`config.mk`:
```
export PLATFORM = sky130hd
export DESIGN_NAME = bw_top
export DESIGN_NICKNAME = d
export VERILOG_FILES = /design/src/rtl/bw_pkg.sv /design/src/rtl/bw_interval_timer.sv /design/src/rtl/bw_sample_seq.sv /design/src/rtl/bw_flag_hold.sv /design/src/rtl/bw_top.sv
export SDC_FILE = /design/constraint.sdc
export NUM_CORES = 1
export LEC_CHECK = 0
export BUFFER_PORTS_ARGS = -buffer_cell sky130_fd_sc_hd__buf_4
export CAP_MARGIN = 20
export CORE_MARGIN = 2
export CORE_UTILIZATION = 39
export DETAILED_ROUTE_END_ITERATION = 8
export SLEW_MARGIN = 0
export SYNTH_ARGS = -nofsm -noshare
export SYNTH_HDL_FRONTEND = slang
export SYNTH_HIERARCHICAL = 1
export SYNTH_SLANG_ARGS = --single-unit
```
`constraint.sdc`:
```
create_clock -name clk_i -period 3.2 [get_ports clk_i]
set_input_delay 0.48 -clock clk_i [delete_from_list [all_inputs] [get_ports clk_i]]
set_output_delay 0.48 -clock clk_i [all_outputs]
set_load 0.02 [all_outputs]
```
`src/rtl/bw_pkg.sv`:
```
package bw_pkg;

   typedef enum logic {
      SEQ_IDLE   = 1'b0,
      SEQ_SAMPLE = 1'b1
   } seq_state_e;

   // one day at a 32768 Hz timebase
   localparam longint unsigned DEFAULT_SPACING = 64'd2831155200;

endpackage

```
`src/rtl/bw_interval_timer.sv`:
```
module bw_interval_timer #(
   parameter longint unsigned INTERVAL_CYC  = 64'd2831155200,
   parameter int unsigned     TEST_INTERVAL = 16
) (
   input  logic clk_i,
   input  logic rst_ni,
   input  logic hold_zero_i,
   input  logic enable_i,
   input  logic test_mode_i,
   output logic due_o
);

   localparam int unsigned CNT_W = $clog2(INTERVAL_CYC) + 1;
   localparam logic [CNT_W-1:0] LAST_NORMAL = CNT_W'(INTERVAL_CYC - 1);
   localparam logic [CNT_W-1:0] LAST_TEST   = CNT_W'(TEST_INTERVAL - 1);

   if (TEST_INTERVAL < 2) begin : g_bad_test
      $error("TEST_INTERVAL must be at least 2");
   end
   if (longint'(TEST_INTERVAL) > INTERVAL_CYC) begin : g_bad_order
      $error("TEST_INTERVAL must not exceed INTERVAL_CYC");
   end

   logic [CNT_W-1:0] cnt_q;
   logic [CNT_W-1:0] last_val;

   assign last_val = test_mode_i ? LAST_TEST : LAST_NORMAL;
   assign due_o    = enable_i && (cnt_q >= last_val);

   always_ff @(posedge clk_i or negedge rst_ni) begin
      if (!rst_ni) begin
         cnt_q <= '0;
      end else if (hold_zero_i || due_o) begin
         cnt_q <= '0;
      end else if (enable_i) begin
         cnt_q <= cnt_q + 1'b1;
      end
   end

endmodule

```
`src/rtl/bw_sample_seq.sv`:
```
module bw_sample_seq
   import bw_pkg::*;
#(
   parameter int unsigned SETTLE_CYC = 4
) (
   input  logic clk_i,
   input  logic rst_ni,
   input  logic pwr_good_i,
   input  logic start_i,
   output logic busy_o,
   output logic capture_o
);

   if (SETTLE_CYC < 1) begin : g_bad_settle
      $error("SETTLE_CYC must be at least 1");
   end

   seq_state_e state_q;
   seq_state_e state_d;
   logic       last_cyc;

   if (SETTLE_CYC == 1) begin : g_single
      assign last_cyc = 1'b1;
   end else begin : g_count
      localparam int unsigned WIN_W = $clog2(SETTLE_CYC);
      localparam logic [WIN_W-1:0] WIN_LAST = WIN_W'(SETTLE_CYC - 1);
      logic [WIN_W-1:0] win_q;

      always_ff @(posedge clk_i or negedge rst_ni) begin
         if (!rst_ni) begin
            win_q <= '0;
         end else if (state_q == SEQ_IDLE) begin
            win_q <= '0;
         end else if (!last_cyc) begin
            win_q <= win_q + 1'b1;
         end
      end

      assign last_cyc = (win_q == WIN_LAST);
   end

   always_comb begin
      state_d = state_q;
      case (state_q)
         SEQ_IDLE:   if (start_i) state_d = SEQ_SAMPLE;
         SEQ_SAMPLE: if (!pwr_good_i || last_cyc) state_d = SEQ_IDLE;
         default:    state_d = SEQ_IDLE;
      endcase
   end

   always_ff @(posedge clk_i or negedge rst_ni) begin
      if (!rst_ni) state_q <= SEQ_IDLE;
      else         state_q <= state_d;
   end

   assign busy_o    = (state_q == SEQ_SAMPLE);
   assign capture_o = busy_o && pwr_good_i && last_cyc;

endmodule

```
`src/rtl/bw_flag_hold.sv`:
```
module bw_flag_hold #(
   parameter bit FLAG_RESET = 1'b0
) (
   input  logic clk_i,
   input  logic rst_ni,
   input  logic capture_i,
   input  logic below_i,
   output logic flag_o
);

   always_ff @(posedge clk_i or negedge rst_ni) begin
      if (!rst_ni)        flag_o <= FLAG_RESET;
      else if (capture_i) flag_o <= below_i;
   end

endmodule

```
`src/rtl/bw_top.sv`:
```
module bw_top #(
   parameter longint unsigned INTERVAL_CYC  = bw_pkg::DEFAULT_SPACING,
   parameter int unsigned     TEST_INTERVAL = 16,
   parameter int unsigned     SETTLE_CYC    = 4
) (
   input  logic clk_i,
   input  logic rst_ni,
   input  logic pwr_good_i,
   input  logic test_mode_i,
   input  logic below_thresh_i,
   output logic sample_en_o,
   output logic batt_low_o
);

   logic pg_q;
   logic pg_rise;
   logic busy;
   logic capture;
   logic due;

   always_ff @(posedge clk_i or negedge rst_ni) begin
      if (!rst_ni) pg_q <= 1'b0;
      else         pg_q <= pwr_good_i;
   end

   assign pg_rise = pwr_good_i && !pg_q;

   bw_interval_timer #(
      .INTERVAL_CYC (INTERVAL_CYC),
      .TEST_INTERVAL(TEST_INTERVAL)
   ) i_timer (
      .clk_i      (clk_i),
      .rst_ni     (rst_ni),
      .hold_zero_i(busy),
      .enable_i   (pwr_good_i && !busy),
      .test_mode_i(test_mode_i),
      .due_o      (due)
   );

   bw_sample_seq #(
      .SETTLE_CYC(SETTLE_CYC)
   ) i_seq (
      .clk_i     (clk_i),
      .rst_ni    (rst_ni),
      .pwr_good_i(pwr_good_i),
      .start_i   (pg_rise || due),
      .busy_o    (busy),
      .capture_o (capture)
   );

   bw_flag_hold #(
      .FLAG_RESET(1'b0)
   ) i_flag (
      .clk_i    (clk_i),
      .rst_ni   (rst_ni),
      .capture_i(capture),
      .below_i  (below_thresh_i),
      .flag_o   (batt_low_o)
   );

   assign sample_en_o = busy;

endmodule


```
==> results.md <==
- CTS Root Buffer Type: clkbuf_8
- Hold Crit Class: in -> async
- Peak Freq: 403 MHz
- # fillers: 633
- Cells after Synth: 251
- Avg Inst Size Synth: 10.7 um2
- Leakage: 1.30 nW
- Final ANT Viol Nets: 0
- Cell Count, Final, Fillers Out: 341
- Global Route Usage Sum: 14.7%
- Nets: 289
- Peak per-stage delay on the critical path: 0.46 ns
- Syn Std Cell Area: 0.00270 mm2
- Share of post-route cells with drive strength above 1: 25.7%
- Worst endpoint required time: 3.35 ns
- 1st-iter DRT viols: 58
- # clock sinks: 38
- Hold_buf cts: 0
- Syn Nets: 280
- Commonest non-fill, non-tap cell in the layout: dfrtp_1
- Number of max-cap violations: 0
- Worst setup EP type: flip-flop
- RSZ-0062 raised after global routing: false
- GR Overflow Total: 0
- Status: finished, final reports clean
- # resized after CTS: 0
- CTS H-tree depth: 2
- Period utilization: 77.6%
- CTS Buf Count: 5
- Yosys top cell area share: 35.3%
- Initial antenna violation count: 0
- Vias/cell: 5.51
- Starting Density: 39.9%
- DRC: 0
- Largest net degree at the start of global routing: 40
- Slew HR: 61.5%
- Die height: 87.1 um
- DR vias: 1,878
- Final setup vio count: 0
- Worst Tran Pin Value: 0.577 ns
- Synth unique cells: 53
- Ys Warns: 6
- I/O Buffers: 6
- HPWL Detailed: 3540 um
- Skew final: 0.00864 ns
- Drt first pass iters: 4
- Highest-count cells in the layout ignoring fill and taps: dfrtp_1 (37), nor3_2 (30), ha_1 (24)
- CP Max Fanout: 14
- CP bufs+invs: 1
- Core area: 0.00676 mm2
- Layout area overhead: 7.80%
- CP Class: reg -> reg
- PwrDens: 357 mW/mm2
- Clock tree from TritonCTS: built
- Placed insts: 333
- Critical Path, Cell by Cell: ha_1 -> nand4_1 -> o221a_1 -> nor3_1 -> o41ai_4 -> a21boi_4 -> buf_4 -> nor3_2
- Hold Fails Final Rpt: 0
- Final core utilization: 43.0%
- CTS max path bufs: 2
- Die area: 0.00759 mm2
- Slowest-stage cell, CP: dfrtp_1
- Critical Path AT: 2.63 ns
- Worst setup SP type: flip-flop
- Final min period: 2.48 ns
- Post-Route WL: 5120 um
- Place WS: 0.471 ns
- Slew Viols, Final: 0
- Ranking of synthesized cells by area: dfrtp_1 (35%), ha_1 (11%), nor3_2 (11%)
- GP Congestion: 0.753
- CTS clk-pin slew, worst paths: 0.08 ns
- Post-Place Cell Area: 0.00281 mm2
- Kind of cell adding the most delay to the critical path: compound AO/OA/AOI/OAI gates
- I/O Pins: 7
- WL per Instance: 15.0 um
- ANT cells: 0
- Final Cell Area: 0.00291 mm2
- Final WS setup: 0.717 ns
- Row cnt: 30
- Postcts setup bufs: 0
- Die width: 87.1 um
- Worst vdd ir: 0.000171 V
- Sequential area share after synthesis: 35.3%
- First-pass GRT wire length: 9000 um
- Cell type with the largest total area after synthesis: dfrtp_1
- Seq cells post-synth: 38
- Setup TNS: 0 ns
- Vias in the first global route: 1,907
- Clk_lat worst skew: 0.29 ns
state kept, by name, summed over array words and instances, names as in the netlist:
| name | cells |
|---|---|
| i_timer/cnt_q | 33 |
| pg_q | 1 |
| i_flag/flag_o | 1 |
| i_seq/busy_o | 1 |
| i_seq/g_count.win_q | 2 |
path summary, 6_finish.rpt:
check | cells past startpoint | from | slack (ns) | endpoint
worst max register to register | 8 | i_timer/cnt_q[14]$_DFFE_PN0P_ | 0.72 | i_timer/cnt_q[5]$_DFFE_PN0P_
worst max-delay path | 8 | i_timer/cnt_q[14]$_DFFE_PN0P_ | 0.72 | i_timer/cnt_q[5]$_DFFE_PN0P_
max in group asynchronous | 1 | rst_ni | 2.67 | i_seq/busy_o$_DFF_PN0_
worst min register to register | 1 | i_flag/flag_o$_DFFE_PN0P_ | 0.53 | i_flag/flag_o$_DFFE_PN0P_
min in group clk_i | 1 | pwr_good_i | 0.34 | pg_q$_DFF_PN0_
worst min-delay path | 1 | rst_ni | 0.16 | i_timer/cnt_q[10]$_DFFE_PN0P_
where the power goes:
group	switching [W]	internal (W)	leakage, nW
logic	0.0000890	0.0000584	0.728
clock network	0.000173	0.000174	0.0482
registers	0.0000362	0.000505	0.520
total	0.000298	0.000738	1.30
through the flow:
| stage | power (W) | hold WS, ns |
|---|---|---|
| after floorplan | 0.000648 | 0.184 |
| after global placement | 0.000698 | 0.491 |
| after detailed placement | 0.000701 | 0.490 |
| after CTS | 0.00106 | 0.170 |
| after global routing | 0.00109 | 0.191 |
| final | 0.00104 | 0.158 |
Yosys cell counts (all sizes together):
cell	number
a21o	1
nand4bb	2
a21boi	1
and2	2
o221a	1
nor3b	1
nand3b	1
or3	1
mux2	1
o21a	2
ha	24
nand3	11
and4	2
nor2b	4
o21ai	3
nand2	19
nand4	11
nor3	34
o2111ai	1
a2111oi	1
nand4b	1
mux2i	1
and3	5
nand2b	5
or2b	1
buf	5
xnor2	11
inv	2
nor2	14
dfrtp	38
xor2	18
clkbuf	3
o211ai	3
a31oi	3
nor4	5
a21oi	11
a211oi	1
o41ai	1
metal layers:
metal / global-route usage [%] / vias up / share of wire [%]
met2: 23.5 / 14 / 47
met5: 0 / - / 0
met3: 2.56 / 5 / 2.0
li1: - / 934 / -
met1: 20.9 / 925 / 50
met4: 2.94 / 0 / 0.64
worst reg2reg max path: cells and delay by family (launching register included):
kind	cells	cell delay, ns
AO/OA/AOI/OAI	3	0.75
buffers and inverters	1	0.31
AND/OR/NAND/NOR	3	0.50
flip-flops	1	0.46
adder cells (fa/ha/maj)	1	0.33
cell type report:
type | instances | area (um2) | share of cell area (%)
Clock buffer | 7 | 86.3 | 2.97
Inverter | 2 | 7.51 | 0.258
Sequential cell | 38 | 952 | 32.8
Clock inverter | 1 | 5.00 | 0.172
Timing Repair Buffer | 10 | 75.1 | 2.58
Multi-Input combinational cell | 203 | 1680 | 57.8
Tap cell | 80 | 100 | 3.45
cell families (layout without fill, tap and decap cells):
kind of cell / Yosys count / after routing / share of synthesized area (%)
xor+xnor: 29 / 29 / 9.42
fa+ha+maj: 24 / 24 / 11.1
mux: 2 / 2 / 0.928
buf+inv: 10 / 20 / 2.41
compound gates: 29 / 29 / 8.50
flops: 38 / 38 / 35.3
simple gates: 119 / 119 / 32.3
No activity file was read; power rests on OpenSTA's default activity.
